`src/rtl/osd_pkg.sv`:
```
package osd_pkg;
  localparam int unsigned OSD_DEF_PH = 4;
  localparam int unsigned OSD_BITS_W = 3;
  localparam int unsigned OSD_CNT_W  = 2;

  typedef enum logic [1:0] {
    SKIP_NONE = 2'd0,
    SKIP_POS  = 2'd1,
    SKIP_NEG  = 2'd2
  } skip_e;

  // Valid bit count for a cycle, from its wrap kind
  function automatic logic [OSD_CNT_W-1:0] skip_count(input skip_e kind);
    case (kind)
      SKIP_POS: return OSD_CNT_W'(3);
      SKIP_NEG: return OSD_CNT_W'(1);
      default:  return OSD_CNT_W'(2);
    endcase
  endfunction
endpackage

```
`src/rtl/osd_capture.sv`:
```
// Input register stage; also holds the last secondary sample of the prior set.
module osd_capture #(
  parameter int unsigned NPH = osd_pkg::OSD_DEF_PH
) (
  input  logic           clk,
  input  logic           rst,
  input  logic [NPH-1:0] i_mst,
  input  logic [NPH-1:0] i_slv,
  output logic [NPH-1:0] o_mst,
  output logic [NPH-1:0] o_slv,
  output logic           o_slv_last
);
  always_ff @(posedge clk) begin
    if (rst) begin
      o_mst      <= '0;
      o_slv      <= '0;
      o_slv_last <= 1'b0;
    end else begin
      o_mst      <= i_mst;
      o_slv      <= i_slv;
      o_slv_last <= o_slv[NPH-1];
    end
  end
endmodule

```
`src/rtl/osd_edges.sv`:
```
// Builds the true-level position vector and the per-boundary edge terms.
// lvl[0] is the previous cycle's last position, lvl[p+1] is position p.
module osd_edges #(
  parameter int unsigned NPH = osd_pkg::OSD_DEF_PH,
  localparam int unsigned NLVL = 2*NPH + 1
) (
  input  logic [NPH-1:0]  i_mst,
  input  logic [NPH-1:0]  i_slv,
  input  logic            i_slv_last,
  output logic [NLVL-1:0] o_lvl,
  output logic [NPH-1:0]  o_edge
);
  // The secondary copy is inverted, so XOR on true levels is XNOR on raw ones
  assign o_lvl[0] = ~i_slv_last;

  for (genvar k = 0; k < NPH; k++) begin : g_pos
    assign o_lvl[2*k+1] = i_mst[k];
    assign o_lvl[2*k+2] = ~i_slv[k];
  end

  // boundary j lies between positions j and j+1 of each bit
  for (genvar j = 0; j < NPH; j++) begin : g_edge
    if (j < NPH-1) begin : g_inner
      assign o_edge[j] = (o_lvl[j+1] ^ o_lvl[j+2]) |
                         (o_lvl[j+1+NPH] ^ o_lvl[j+2+NPH]);
    end else begin : g_wrap
      assign o_edge[j] = (o_lvl[NPH] ^ o_lvl[NPH+1]) |
                         (o_lvl[0] ^ o_lvl[1]);
    end
  end
endmodule

```
`src/rtl/osd_tracker.sv`:
```
// Position tracker, wrap classification and bit selection.
module osd_tracker
  import osd_pkg::*;
#(
  parameter int unsigned NPH = OSD_DEF_PH,
  localparam int unsigned SEL_W = $clog2(NPH),
  localparam int unsigned NLVL  = 2*NPH + 1,
  localparam int unsigned LVL_W = $clog2(NLVL)
) (
  input  logic                  clk,
  input  logic                  rst,
  input  logic [NLVL-1:0]       i_lvl,
  input  logic [NPH-1:0]        i_edge,
  output logic [SEL_W-1:0]      o_sel,
  output logic [OSD_BITS_W-1:0] o_bits,
  output logic [OSD_CNT_W-1:0]  o_nbits,
  output logic                  o_skip_pos,
  output logic                  o_skip_neg
);
  localparam logic [SEL_W-1:0] SEL_LAST = SEL_W'(NPH-1);

  function automatic logic [SEL_W-1:0] wrap_inc(input logic [SEL_W-1:0] v);
    return (v == SEL_LAST) ? '0 : v + 1'b1;
  endfunction

  function automatic logic [SEL_W-1:0] wrap_dec(input logic [SEL_W-1:0] v);
    return (v == '0) ? SEL_LAST : v - 1'b1;
  endfunction

  // one step away from a one-sided edge, else hold
  function automatic logic [SEL_W-1:0] step_sel(input logic [SEL_W-1:0] cur,
                                                input logic [NPH-1:0]   e);
    logic on_left, on_right;
    on_left  = e[wrap_dec(cur)];
    on_right = e[cur];
    if (on_left && !on_right) return wrap_inc(cur);
    if (on_right && !on_left) return wrap_dec(cur);
    return cur;
  endfunction

  function automatic skip_e classify(input logic [SEL_W-1:0] cur,
                                     input logic [SEL_W-1:0] nxt);
    if (cur == '0 && nxt == SEL_LAST) return SKIP_POS;
    if (cur == SEL_LAST && nxt == '0) return SKIP_NEG;
    return SKIP_NONE;
  endfunction

  logic [SEL_W-1:0]      sel_q, sel_nxt;
  skip_e                 kind;
  logic [OSD_BITS_W-1:0] bits_nxt;
  logic [LVL_W-1:0]      idx_a, idx_b;

  always_comb begin
    sel_nxt  = step_sel(sel_q, i_edge);
    kind     = classify(sel_q, sel_nxt);
    idx_a    = LVL_W'(sel_nxt) + LVL_W'(1);
    idx_b    = idx_a + LVL_W'(NPH);
    bits_nxt = '0;
    case (kind)
      SKIP_POS: begin
        bits_nxt[0] = i_lvl[0];
        bits_nxt[1] = i_lvl[NPH];
        bits_nxt[2] = i_lvl[2*NPH];
      end
      SKIP_NEG: bits_nxt[0] = i_lvl[NPH+1];
      default: begin
        bits_nxt[0] = i_lvl[idx_a];
        bits_nxt[1] = i_lvl[idx_b];
      end
    endcase
  end

  always_ff @(posedge clk) begin
    if (rst) begin
      sel_q      <= '0;
      o_bits     <= '0;
      o_nbits    <= '0;
      o_skip_pos <= 1'b0;
      o_skip_neg <= 1'b0;
    end else begin
      sel_q      <= sel_nxt;
      o_bits     <= bits_nxt;
      o_nbits    <= skip_count(kind);
      o_skip_pos <= (kind == SKIP_POS);
      o_skip_neg <= (kind == SKIP_NEG);
    end
  end

  assign o_sel = sel_q;
endmodule

```
`src/rtl/oversample_phase_picker.sv`:
```
module oversample_phase_picker
  import osd_pkg::*;
#(
  parameter int unsigned NPH = OSD_DEF_PH,
  localparam int unsigned SEL_W = $clog2(NPH)
) (
  input  logic                  clk,
  input  logic                  rst,
  input  logic [NPH-1:0]        mst_smp,
  input  logic [NPH-1:0]        slv_smp,
  output logic [SEL_W-1:0]      sel,
  output logic [OSD_BITS_W-1:0] bits,
  output logic [OSD_CNT_W-1:0]  nbits,
  output logic                  skip_pos,
  output logic                  skip_neg
);
  localparam int unsigned NLVL = 2*NPH + 1;

  logic [NPH-1:0]  cap_mst, cap_slv;
  logic            cap_slv_last;
  logic [NLVL-1:0] lvl;
  logic [NPH-1:0]  edge_vec;

  osd_capture #(.NPH(NPH)) u_capture (
    .clk(clk), .rst(rst),
    .i_mst(mst_smp), .i_slv(slv_smp),
    .o_mst(cap_mst), .o_slv(cap_slv), .o_slv_last(cap_slv_last)
  );

  osd_edges #(.NPH(NPH)) u_edges (
    .i_mst(cap_mst), .i_slv(cap_slv), .i_slv_last(cap_slv_last),
    .o_lvl(lvl), .o_edge(edge_vec)
  );

  osd_tracker #(.NPH(NPH)) u_tracker (
    .clk(clk), .rst(rst),
    .i_lvl(lvl), .i_edge(edge_vec),
    .o_sel(sel), .o_bits(bits), .o_nbits(nbits),
    .o_skip_pos(skip_pos), .o_skip_neg(skip_neg)
  );
endmodule

```
`config.mk`:
```
export PLATFORM = sky130hd
export DESIGN_NAME = oversample_phase_picker
export DESIGN_NICKNAME = d
export VERILOG_FILES = /design/src/rtl/osd_pkg.sv /design/src/rtl/osd_capture.sv /design/src/rtl/osd_edges.sv /design/src/rtl/osd_tracker.sv /design/src/rtl/oversample_phase_picker.sv
export SDC_FILE = /design/constraint.sdc
export NUM_CORES = 1
export LEC_CHECK = 0
export ABC_AREA = 1
export ABC_CLOCK_PERIOD_IN_PS = 6200
export BUFFER_PORTS_ARGS = -buffer_cell sky130_fd_sc_hd__buf_2
export CAP_MARGIN = 20
export CORE_MARGIN = 10
export CORE_UTILIZATION = 59
export DETAILED_ROUTE_END_ITERATION = 10
export HOLD_SLACK_MARGIN = 0.15
export PLACE_DENSITY_LB_ADDON = 0.08
export SLEW_MARGIN = 20
export SYNTH_ARGS = -nofsm -noshare
export SYNTH_HDL_FRONTEND = slang
export SYNTH_HIERARCHICAL = 1
export SYNTH_SLANG_ARGS = --single-unit
```
`constraint.sdc`:
```
create_clock -name clk -period 6.2 [get_ports clk]
set_clock_uncertainty 0.15 [all_clocks]
set_input_delay 1.86 -clock clk [delete_from_list [all_inputs] [get_ports clk]]
set_output_delay 1.86 -clock clk [all_outputs]
set_load 0.005 [all_outputs]
```
==> Yosys cells after proc, flatten, opt, wreduce, memory -nomap -nowiden <==
Cells that the tools add are included.
{ "op_classes": {"n_lt_le_gt_ge": 4, "div": 0, "shift": 0, "bitwise_logic": 18, "eq_ne": 4, "n_mux": 27, "reduce_logical": 9, "add_sub_neg": 4, "mul": 0} }
{ "op_table": {"columns": ["cell", "n"], "rows": [
  ["$mux W2", 10],
  ["$lt A4 B5 Y1 const B", 2],
  ["$mux W1", 10],
  ["$bmux W1 S4", 2],
  ["$xor A1 B1 Y1", 8],
  ["$eq A2 B2 Y1 const B", 3],
  ["$lt A2 B3 Y1 const B", 2],
  ["$not A1 Y1", 6],
  ["$add A4 B3 Y4 const B", 1],
  ["$bmux W1 S2", 2],
  ["$logic_and A1 B1 Y1", 4],
  ["$logic_not A2 Y1", 2],
  ["$or A1 B1 Y1", 4],
  ["$pmux W1 S2", 2],
  ["$pmux W2 S2", 1],
  ["$add A2 B1 Y3 const B", 1],
  ["$add A2 B1 Y2 const B", 1],
  ["$eq A2 B1 Y1 const B", 1],
  ["$logic_not A1 Y1", 2],
  ["$reduce_or A2 Y1", 1],
  ["$sub A2 B1 Y2 const B", 1]
]} }
{ "word_totals": {"elab_cells": 75, "ram_bits": 0, "ff_bits": 18, "latch_bits": 0, "n_memories": 0, "mem_bits_ro": 0} }

==> Depth between registers and ports, before layout <==
Gate-level depths: netlist of run 1.
{ "depth": {"word_depth": 20, "mapped_depth": 17, "mapped_depth_nobuf": 17} }

==> Hierarchy <==
Netlist of run 1, hierarchy kept.
{ "modules_own_cells": {"columns": ["module", "cells_per_inst", "n_inst", "area_per_inst_um2", "seq_area_each_um2"], "rows": [
  ["osd_tracker", 99, 1, 689.4, 180.2],
  ["osd_capture", 28, 1, 259.0, 180.2],
  ["osd_edges", 43, 1, 176.4, 0.0]
]} }

==> Worst setup path after synthesis of run 1 <==
No wires, ideal clock.
{ "synth_timing": {"path_type": "input to register", "startpoint": "input rst", "endpoint": "register u_tracker.o_bits[1]", "setup_ns": 0.114, "arrival_time_ns": 2.195, "setup_slack_ns": 3.741, "required_ns": 5.936, "stages": 4, "n_path_buf": 1, "path_cell_list": "buf_2 > inv_1 > nand4_1 > nand2_1"} }
{ "synth_lines": {"columns": ["item", "line", "text"], "rows": [
  ["from (decl)", "oversample_phase_picker.sv:8", "input logic rst,"],
  ["to (signal assigned)", "osd_tracker.sv:82", "o_bits <= bits_nxt;"],
  ["to (decl)", "osd_tracker.sv:15", "output logic [OSD_BITS_W-1:0] o_bits,"]
]} }

==> Worst setup path in the final report of run 1 <==
{ "layout_timing": {"startpoint": "register u_tracker.sel_q[0], in the netlist u_tracker/o_sel[0]", "endpoint": "output sel[0]"} }
{ "layout_lines": {"columns": ["item", "line", "text"], "rows": [
  ["from (decl)", "osd_tracker.sv:48", "logic [SEL_W-1:0] sel_q, sel_nxt;"],
  ["from (signal assigned)", "osd_tracker.sv:81", "sel_q <= sel_nxt;"],
  ["to (decl)", "oversample_phase_picker.sv:11", "output logic [SEL_W-1:0] sel,"]
]} }
No word-level cell between the ends.

==> results by group, run 1 <==
Critical path
  – Required @ worst endpoint: roughly 4200 ps
  – Flop2flop setup slack: 3710 ps
  – Worst path slowest cell: dfxtp_1
  – R2r startpoint: u_tracker/o_sel[0]$_SDFF_PP0_
  – Crit path max fanout: 12
  – Critical path endpoint category: output port
  – CP Buf/Inv Count: 1
  – Sequence of cells on the critical path: buf_2
  – Critical Path Start: u_tracker/o_sel[0]$_SDFF_PP0_
  – Crit Reg-Reg Endpoint: u_tracker/o_bits[1]$_SDFF_PP0_
  – Crit path launch type: register
  – Worst EP arrival: 1130 ps
  – Critical path depth: 1
  – Delay-heaviest family, CP: flip-flops
  – CP max stage delay: between 600 and 700 ps
  – Reg2reg path depth: 16
  – Kind of critical path: reg2out
  – Critical Path Sink: sel[0]

Floorplanning
  – Ports: 19
  – Die X-Extent: 63.67 µm
  – Die Y: 63.67 µm
  – Die area: 4053 µm²
  – Initial Util: 0.6376
  – Core box area: about 1800 µm²
  – # rows: 15

Clock tree
  – Clock tree root driver cell: clkbuf_4
  – Num CTS Buffers: 3
  – Post-CTS resize count: 0
  – Hold-fix buffers, CTS: 0
  – TritonCTS clock tree: yes
  – Max Root-Sink Buffers: 2
  – Worst-skew pair later-pin latency: 280 ps
  – Post-CTS Setup Bufs: 0
  – Clock-pin slew on the worst setup and hold paths: 90 ps
  – H-tree depth: 1
  – Clk sinks: 18

Flow run
  – Max-capacitance violation count: 0

Global routing
  – Largest net degree at the start of global routing: 18
  – Total Routing Usage GR: 0.1156
  – First-pass GRT wire length: 3919 µm
  – Initial antenna violation count: 0
  – Grt total ovfl: 0
  – Vias in the first global route: 928

Routing
  – Met3 WL post-DR: approximately 120 µm
  – Routed Antenna Nets: 0
  – Highest routed layer: met4
  – WL per Instance: 10.71 µm
  – Drt drc: 0
  – Vias post-DR: 993
  – Drt first pass iters: 4
  – Met2 wire length: 1118 µm
  – 1st-iter DRT viols: 53
  – Routed wire length: approximately 2200 µm
  – Via density: approximately 4.8
  – Met1 wire length: 985 µm

Logic synthesis
  – Seq cells post-synth: 18
  – Syn Area/Cell: around 6.6 µm²
  – Mapped Nets: 182
  – Post-synthesis sequential area ratio: 0.3204
  – Cell count after synthesis: 170
  – Post-Syn Area: 1125 µm²
  – Yosys cell types: 21
  – Synth warn: 6

Timing
  – Least-Margin Pin Slew: 489.0 ps
  – Crit path time final: 3135 ps
  – Final Cycle Share: 0.5057
  – Final Max Slew Viols: 0
  – Slew headroom: 0.6736
  – Setup TNS: 0 ps
  – Unrepaired setup endpoints after global routing: no
  – Final Hold Fails: 0
  – # setup viols final: 0
  – Fmax: 0.3189 GHz

Pwr
  – Pwr Total: around 430 µW
  – Peak supply drop: 0.2255 mV
  – Leakage: 0.0007043 µW
  – PD cells: 355.0 nW/µm²

Finish
  – Post-layout nets: 198
  – Share of layout cells above drive strength 1: 0.2554
  – Fillers: roughly 180
  – P&R area growth vs syn: 7.675%
  – # diodes: 0

Placement
  – Routability cong.: 0.9734
  – HPWL Detailed: 1858 µm
  – IO Port Bufs: 18

Worst hold path
  – Hold WC Path Type: reg2reg

Status
  – Status: complete, no violations
-- how the worst min path moves through the flow --
stage | slack [ps] | cells after the start | start | to
floorplan | 270 | 2 | u_capture/o_slv[3]$_SDFF_PP0_ | u_capture/o_slv_last$_SDFF_PP0_
global placement | 290 | 2 | u_capture/o_slv[3]$_SDFF_PP0_ | u_capture/o_slv_last$_SDFF_PP0_
detailed placement | 290 | 2 | u_capture/o_slv[3]$_SDFF_PP0_ | u_capture/o_slv_last$_SDFF_PP0_
CTS | 310 | 2 | u_capture/o_slv[3]$_SDFF_PP0_ | u_capture/o_slv_last$_SDFF_PP0_
global route | 330 | 2 | u_capture/o_slv[3]$_SDFF_PP0_ | u_capture/o_slv_last$_SDFF_PP0_
finish | 300 | 2 | u_capture/o_slv[3]$_SDFF_PP0_ | u_capture/o_slv_last$_SDFF_PP0_
-- placed cells by master, fill, tap and decap left out --
| cell | Yosys | layout |
|---|---|---|
| nand3_4 | 1 | 1 |
| clkbuf_4 | 0 | 3 |
| nand3b_1 | 2 | 2 |
| nand2_2 | 4 | 4 |
| inv_2 | 4 | 4 |
| nand3_1 | 15 | 15 |
| dfxtp_1 | 18 | 18 |
| nand4_1 | 2 | 2 |
| ha_1 | 2 | 2 |
| nand3_2 | 7 | 7 |
| nand2_1 | 43 | 43 |
| nor3_1 | 1 | 1 |
| inv_4 | 1 | 1 |
| buf_2 | 1 | 18 |
| o21ai_0 | 2 | 2 |
| a21oi_2 | 1 | 1 |
| nor2_2 | 5 | 5 |
| nand2_4 | 3 | 3 |
| nor2_1 | 24 | 24 |
| inv_1 | 28 | 28 |
-- registers in the layout (all words and copies together), names as in the netlist --
register,cells
u_tracker/o_skip_pos,1
u_tracker/o_skip_neg,1
u_tracker/o_bits,3
u_capture/o_slv_last,1
u_capture/o_slv,4
u_tracker/o_nbits,2
u_tracker/o_sel,2
u_capture/o_mst,4
-- per-layer routing --
metal / global-route usage / vias to the layer above
li1: - / 537
met1: 0.1276 / 427
met2: 0.2010 / 27
met3: 0.04064 / 2
met4: 0.03552 / 0
met5: 0 / -
-- cell type report --
cell class,instances,area (µm²),area share
tap,25,31.28,0.02583
clock buffer,3,22.52,0.01860
timing repair buffer,18,90.09,0.07438
inverter,33,126.4,0.1043
sequential,18,360.3,0.2975
multi-input combinational,112,580.6,0.4793
-- stage by stage --
step           cell area [µm²]  cells    util  hold WS [ps]  setup slack [ps]
2_1_floorplan             1125    170       -         266.3              3741
3_3_place_gp              1189    206  0.6738         293.4              3402
3_5_place_dp              1189    206  0.6738         293.6              3379
4_1_cts                   1211    209  0.6865         308.5              3051
5_1_grt                   1211    209  0.6865         330.2              2962
6_report                  1211    209  0.6865         304.9              3065
-- cells by family after synthesis --
family          synth area share
simple gates              0.4772
buf+inv                   0.1635
flops                     0.3204
compound gates           0.01669
fa+ha+maj                0.02224
-- synthesized netlist by cell type, drive strengths merged --
master | count | share of area
nand2 | 50 | 0.20
inv | 33 | 0.11
nor2 | 29 | 0.11
nand3 | 23 | 0.14
dfxtp | 18 | 0.32
buf | 7 | 0.051
ha | 2 | 0.022
nand3b | 2 | 0.013
nand4 | 2 | 0.011
o21ai | 2 | 0.0089
a21oi | 1 | 0.0078
nor3 | 1 | 0.0044
-- where the power goes --
part           internal (µW)  switching [µW]  total [µW]
registers                135            14.2         149
clock network           22.6            31.4        53.9
logic                   81.3             146         227
Note: power is estimated with default switching activity, not from simulation.
==> run 2: changes to the inputs <==
ABC_CLOCK_PERIOD_IN_PS = 3200   (was 6200)
CORE_UTILIZATION = 54   (was 59)
clock period = 3.2 ns   (was 6.2 ns; I/O delays follow)
==> results by group, run 2 (synthesis gave the netlist of run 1 again) <==
Timing
  – Final Hold Fails: 0
  – Least-Margin Pin Slew: 509.1 ps
  – Setup TNS: 0 ps
  – Fmax: 0.3973 GHz
  – Unrepaired setup endpoints after global routing: no
  – # setup viols final: 0
  – Final Cycle Share: 0.7866
  – Crit path time final: 2517 ps
  – Final Max Slew Viols: 0
  – Slack of the critical path: between 600 and 700 ps
  – Slew headroom: 0.6602

Finish
  – Share of layout cells above drive strength 1: 0.2554
  – Biggest regs: u_capture/o_mst x4, u_capture/o_slv x4, u_tracker/o_bits x3
  – Leading cell type in the layout, fill and taps excluded: nand2_1
  – Fillers: 212
  – Post-layout nets: 198
  – Register area: 360.3 µm²
  – Post-Layout Cell Count: 211
  – Commonest cells after routing, fill and taps aside: nand2_1 (43), inv_1 (28), nor2_1 (24)
  – P&R area growth vs syn: 7.897%
  – Multi-input gate area: 580.6 µm²
  – # diodes: 0

Routing
  – Drt first pass iters: 4
  – 1st-iter DRT viols: 40
  – Via density: around 4.7
  – WL per Instance: 10.02 µm
  – Routed Antenna Nets: 0
  – Drt drc: 0
  – Vias post-DR: 1000
  – Routed wire length: 2115 µm

Critical path
  – Worst path slowest cell: dfxtp_1
  – Most frequent CP cell: nand3_2
  – Flop2flop setup slack: 680 ps
  – Kind of critical path: reg2reg
  – R2r startpoint: u_tracker/o_sel[0]$_SDFF_PP0_
  – Crit path launch type: register
  – Crit Reg-Reg Endpoint: u_tracker/o_bits[1]$_SDFF_PP0_
  – Reg2reg path depth: 16
  – Required @ worst endpoint: approximately 3200 ps
  – Worst EP arrival: roughly 2600 ps
  – Crit path max fanout: 12
  – Critical path endpoint category: register
  – Sequence of cells on the critical path: inv_4 -> ha_1 -> inv_2 -> nand2_4 -> nand2_1 -> nand3_2 -> nand2_2 -> nand2_4 -> nand3_2 -> inv_1 -> nor2_2 -> nand3_2 -> nand2_2 -> inv_1 -> nand4_1 -> nand2_1
  – CP max stage delay: 650 ps

Global routing
  – Grt total ovfl: 0
  – Total Routing Usage GR: 0.1076
  – Largest net degree at the start of global routing: 18
  – Vias in the first global route: 914
  – First-pass GRT wire length: 3677 µm
  – Initial antenna violation count: 0

Clock tree
  – Post-CTS resize count: 0
  – TritonCTS clock tree: yes
  – Hold-fix buffers, CTS: 0
  – Clk sinks: 18
  – Max Root-Sink Buffers: 2
  – Num CTS Buffers: 3
  – Worst-skew pair later-pin latency: roughly 280 ps
  – Clock-pin slew on the worst setup and hold paths: 90 ps
  – Post-CTS Setup Bufs: 0
  – H-tree depth: 1
  – Clock tree root driver cell: clkbuf_4

Pwr
  – Clock Power Share: 0.126
  – Sw frac: 0.4403
  – Peak supply drop: between 0.3 and 0.4 mV
  – P_int: 462.0 µW
  – Leakage: 0.0007043 µW
  – Sw Pwr: 363.4 µW
  – Seq pwr share: 0.350
  – PD cells: 680.1 nW/µm²
  – Combinational share of power: 0.524

Worst hold path
  – Worst hold start: u_capture/o_slv[3]$_SDFF_PP0_
  – Worst hold path stage count: 2
  – Hold WC Path Type: reg2reg
  – Worst hold path endpoint: u_capture/o_slv_last$_SDFF_PP0_

Floorplanning
  – Ports: 19
  – Die area: 4309 µm²
  – Core box area: 1962 µm²
  – Initial Util: 0.5733
  – Die Y: 65.64 µm
  – Die X-Extent: between 60 and 70 µm
  – # rows: 16

Placement
  – HPWL Detailed: about 1800 µm
  – Dpl cells: ~210
  – Post-Place Setup Slack: 712.1 ps
  – IO Port Bufs: 18
  – Routability cong.: 0.9765

Status
  – Status: complete, no violations

Flow run
  – Max-capacitance violation count: 0
-- run 2: cell counts in the layout (fill, tap and decap cells not counted) --
No cell type changed its count.
-- run 2: how the worst max path moves through the flow --
stage / from / endpoint / slack (ps) / cells after the start
6_report: u_tracker/o_sel[0]$_SDFF_PP0_ / u_tracker/o_bits[1]$_SDFF_PP0_ / 680 / 16
5_1_grt: u_tracker/o_sel[0]$_SDFF_PP0_ / u_tracker/o_bits[1]$_SDFF_PP0_ / 470 / 16
4_1_cts: u_tracker/o_sel[0]$_SDFF_PP0_ / u_tracker/o_bits[1]$_SDFF_PP0_ / 690 / 16
3_5_place_dp: u_tracker/o_sel[0]$_SDFF_PP0_ / u_tracker/o_bits[1]$_SDFF_PP0_ / 710 / 16
3_3_place_gp: u_tracker/o_sel[0]$_SDFF_PP0_ / u_tracker/o_bits[1]$_SDFF_PP0_ / 770 / 16
2_1_floorplan: u_tracker/o_sel[0]$_SDFF_PP0_ / u_tracker/o_bits[1]$_SDFF_PP0_ / 1080 / 15
-- run 2: per-stage QoR --
stage	total power, µW	cell area (µm²)	util	hold slack [ps]
floorplan	644.9	1125	-	266.3
global placement	723.1	1191	0.6071	285.8
detailed placement	730.0	1191	0.6071	283.6
CTS	834.8	1214	0.6186	298.3
global route	907.0	1214	0.6186	354.1
finish	825.4	1214	0.6186	292.6
-- run 2: power groups by stage --
stage                     combinational [µW]  clock [µW]  sequential (µW)
after floorplan                          358           0              287
after global placement                   430           0              293
after detailed placement                 435           0              295
after CTS                                437         109              289
after global routing                     492         121              294
final                                    432         104              289
-- run 2: critical path: cells and delay by family, from the launching register on --
kind	cells	cell delay [ps]
flops	1	650
simple gates	11	1040
fa+ha+maj	1	270
buf+inv	4	300
-- run 2: layout make-up --
type,count,area share
clock buffer,3,0.01856
inverter,33,0.1041
multi-input combinational,112,0.4784
sequential,18,0.2969
tap,27,0.02784
timing repair buffer,18,0.07423
-- run 2: layer usage --
metal  GRT usage  vias to the layer above  routed length (µm)
met5           0                        -                   0
met4     0.08021                        0                  75
met3     0.05085                        9                 160
met2      0.1655                       32                 952
met1      0.1119                      425                 926
li1            -                      534                   -
==> run 3: changes to the inputs <==
ABC_AREA = 0   (was 1)
ABC_CLOCK_PERIOD_IN_PS = 2120   (was 3200)
CORE_UTILIZATION = 49   (was 54)
clock period = 2.12 ns   (was 3.2 ns; I/O delays follow)
==> results by group, run 3 <==
Routing
  – Drt drc: 0
  – 1st-iter DRT viols: 38
  – Via density: 5.182
  – Vias post-DR: just under 1000
  – Routed wire length: around 2700 µm
  – Drt first pass iters: 4
  – WL per Instance: 14.14 µm
  – Routed Antenna Nets: 0

Global routing
  – Initial antenna violation count: 0
  – First-pass GRT wire length: roughly 4600 µm
  – Vias in the first global route: 1066
  – Total Routing Usage GR: 0.1228
  – Largest net degree at the start of global routing: 18
  – Grt total ovfl: 0

Worst hold path
  – Worst hold path endpoint: u_capture/o_mst[3]$_SDFF_PP0_
  – Worst hold start: mst_smp[3]
  – Worst hold path stage count: 2
  – Hold WC Path Type: in2reg

Finish
  – Multi-input gate area: 790.8 µm²
  – Share of layout cells above drive strength 1: 0.5000
  – Biggest regs: u_capture/o_mst x4, u_capture/o_slv x4, u_tracker/o_bits x3
  – Register area: 374.1 µm²
  – Commonest cells after routing, fill and taps aside: buf_2 (18), buf_4 (18), nor2b_1 (10)
  – # diodes: 0
  – Post-layout nets: about 180
  – Fillers: slightly below 200
  – Finished Cell Area: between 1500 and 2000 µm²
  – End-of-flow core utilization: 0.6896
  – P&R area growth vs syn: 33.51%

Critical path
  – Worst EP arrival: between 2000 and 2500 ps
  – Reg2reg path depth: 8
  – Crit Reg-Reg Endpoint: u_tracker/o_bits[0]$_SDFF_PP0_
  – CP Buf/Inv Count: 1
  – Delay-heaviest family, CP: multiplexers
  – Crit path max fanout: 5
  – Kind of critical path: reg2reg
  – CP max stage delay: roughly 350 ps
  – R2r startpoint: u_tracker/o_sel[0]$_SDFF_PP0_
  – Crit path launch type: register
  – Most frequent CP cell: mux2i_4
  – Worst path slowest cell: dfxtp_2
  – Required @ worst endpoint: between 2000 and 2500 ps
  – Critical path endpoint category: register
  – Flop2flop setup slack: -320 ps
  – Sequence of cells on the critical path: inv_2 -> ha_4 -> mux2i_4 -> mux2i_2 -> maj3_2 -> mux2i_4 -> nor2_2 -> a221o_1

Logic synthesis
  – Post-synthesis sequential area ratio: 0.3124
  – Cell count after synthesis: 130
  – Most frequent cell after synthesis: dfxtp_1
  – FFs w/ async S/R, synth: 0
  – Yosys top cell area share: 0.3124
  – Top cells by count, synth: dfxtp_1 (18), nor2_1 (10), nor2b_1 (10)
  – Synth warn: 6
  – Seq cells post-synth: 18
  – Synth area leader: dfxtp_1
  – Syn Area/Cell: 8.874 µm²
  – Post-synth EDFFs: 0
  – Post-Syn Area: 1154 µm²
  – Yosys cell types: 43
  – Main flop type after synthesis: dfxtp_1
  – Synth area leaders: dfxtp_1 (31%), mux2i_1 (7.8%), xor2_1 (6.8%)
  – Mapped Nets: 142

Timing
  – Slack of the critical path: -317.5 ps
  – Final Max Slew Viols: 0
  – Setup TNS: -1648 ps
  – Crit path time final: 2438 ps
  – Final Cycle Share: 1.150
  – Least-Margin Pin Slew: 294.0 ps
  – # setup viols final: 9
  – Slew headroom: 0.8040
  – Final Hold Fails: 0
  – Fmax: 0.4103 GHz
  – Min Hold Slack: 407.9 ps
  – Unrepaired setup endpoints after global routing: yes

Clock tree
  – Clock-pin slew on the worst setup and hold paths: 100 ps
  – Worst-skew pair later-pin latency: 280 ps
  – Clk sinks: 18
  – Clock tree root driver cell: clkbuf_4
  – Max Root-Sink Buffers: 2
  – Num CTS Buffers: 3
  – Hold-fix buffers, CTS: 0
  – H-tree depth: 1
  – TritonCTS clock tree: yes

Pwr
  – Leakage: 0.0006829 µW
  – Peak supply drop: 0.6986 mV
  – PD cells: between 1000 and 1500 nW/µm²

Placement
  – HPWL Detailed: 2100 µm
  – Placed cell areas: between 1000 and 1500 µm²
  – IO Port Bufs: 18
  – Routability cong.: roughly 0.85

Floorplanning
  – Die Y: slightly below 70 µm
  – Ports: 19
  – Core box area: 2233 µm²
  – Initial Util: 0.5165
  – Die area: 4695 µm²
  – Die X-Extent: ~69 µm
  – # rows: 17

Status
  – Status: finished, violations left
  – Failing checks: negative setup slack

Flow run
  – Max-capacitance violation count: 0
-- run 3: logic make-up (layout without fill, tap and decap cells) --
| group | count (synthesis) | in the layout | share of synthesized area |
|---|---|---|---|
| and+or+nand+nor | 44 | 44 | 0.2126 |
| xor gates and xnor gates | 9 | 9 | 0.06833 |
| adders and majority gates | 4 | 4 | 0.04121 |
| buffers and inverters | 18 | 52 | 0.08568 |
| DFF | 18 | 18 | 0.3124 |
| muxes | 15 | 15 | 0.1486 |
| AOI/OAI and AO/OA | 22 | 22 | 0.1312 |
-- run 3: worst register-to-register path, delay by kind of cell (launching register included) --
kind | cells | cell delay [ps]
mux | 3 | 690
buf+inv | 1 | 50
flops | 1 | 350
compound gates | 1 | 320
simple gates | 1 | 100
fa+ha+maj | 2 | 680
-- run 3: per-layer routing --
layer / global-route usage / part of all wire / up-vias
li1: - / - / 509
met5: 0 / 0 / -
met4: 0.05025 / 0.013 / 0
met3: 0.01771 / 0.038 / 4
met1: 0.1439 / 0.42 / 454
met2: 0.2177 / 0.53 / 28
-- run 3: how the worst max path moves through the flow --
stage                                          end                           from  depth (start not counted)
floorplan           u_tracker/o_bits[0]$_SDFF_PP0_  u_tracker/o_sel[1]$_SDFF_PP0_                         11
global placement    u_tracker/o_bits[0]$_SDFF_PP0_  u_capture/o_mst[2]$_SDFF_PP0_                         10
detailed placement  u_tracker/o_bits[0]$_SDFF_PP0_  u_capture/o_mst[0]$_SDFF_PP0_                         10
CTS                 u_tracker/o_bits[0]$_SDFF_PP0_  u_tracker/o_sel[1]$_SDFF_PP0_                          8
global route        u_tracker/o_bits[1]$_SDFF_PP0_  u_tracker/o_sel[0]$_SDFF_PP0_                         11
finish              u_tracker/o_bits[0]$_SDFF_PP0_  u_tracker/o_sel[0]$_SDFF_PP0_                          8
-- run 3: report_power, final --
group          switching (µW)  internal [µW]  total (µW)
combinational             539            585        1120
sequential               27.3            390         417
clock                    96.6            104         201
-- run 3: repair_timing --
| item | in CTS | in global routing |
|---|---|---|
| setup endpoints to repair | 8 | 9 |
| setup buffers | 3 | 1 |
| pin swaps | 6 | 6 |
| resized for setup | 17 | 11 |
| endpoints found under the hold margin | 0 | 0 |
-- run 3: area by class of cell --
class | instances | share of cell area
inverters | 9 | 0.02356
repair buffers | 39 | 0.1738
well taps | 28 | 0.02275
clock buffers | 4 | 0.02356
flip-flops and latches | 18 | 0.2429
multi-input cells | 94 | 0.5134
-- run 3: stage by stage --
stage,power (µW),setup slack (ps),cells
6_report,1743,-317.5,192
2_1_floorplan,1169,-502.0,130
3_3_place_gp,1408,-300.4,185
3_5_place_dp,1431,-358.4,185
5_1_grt,1868,-413.3,192
4_1_cts,1715,-291.2,191
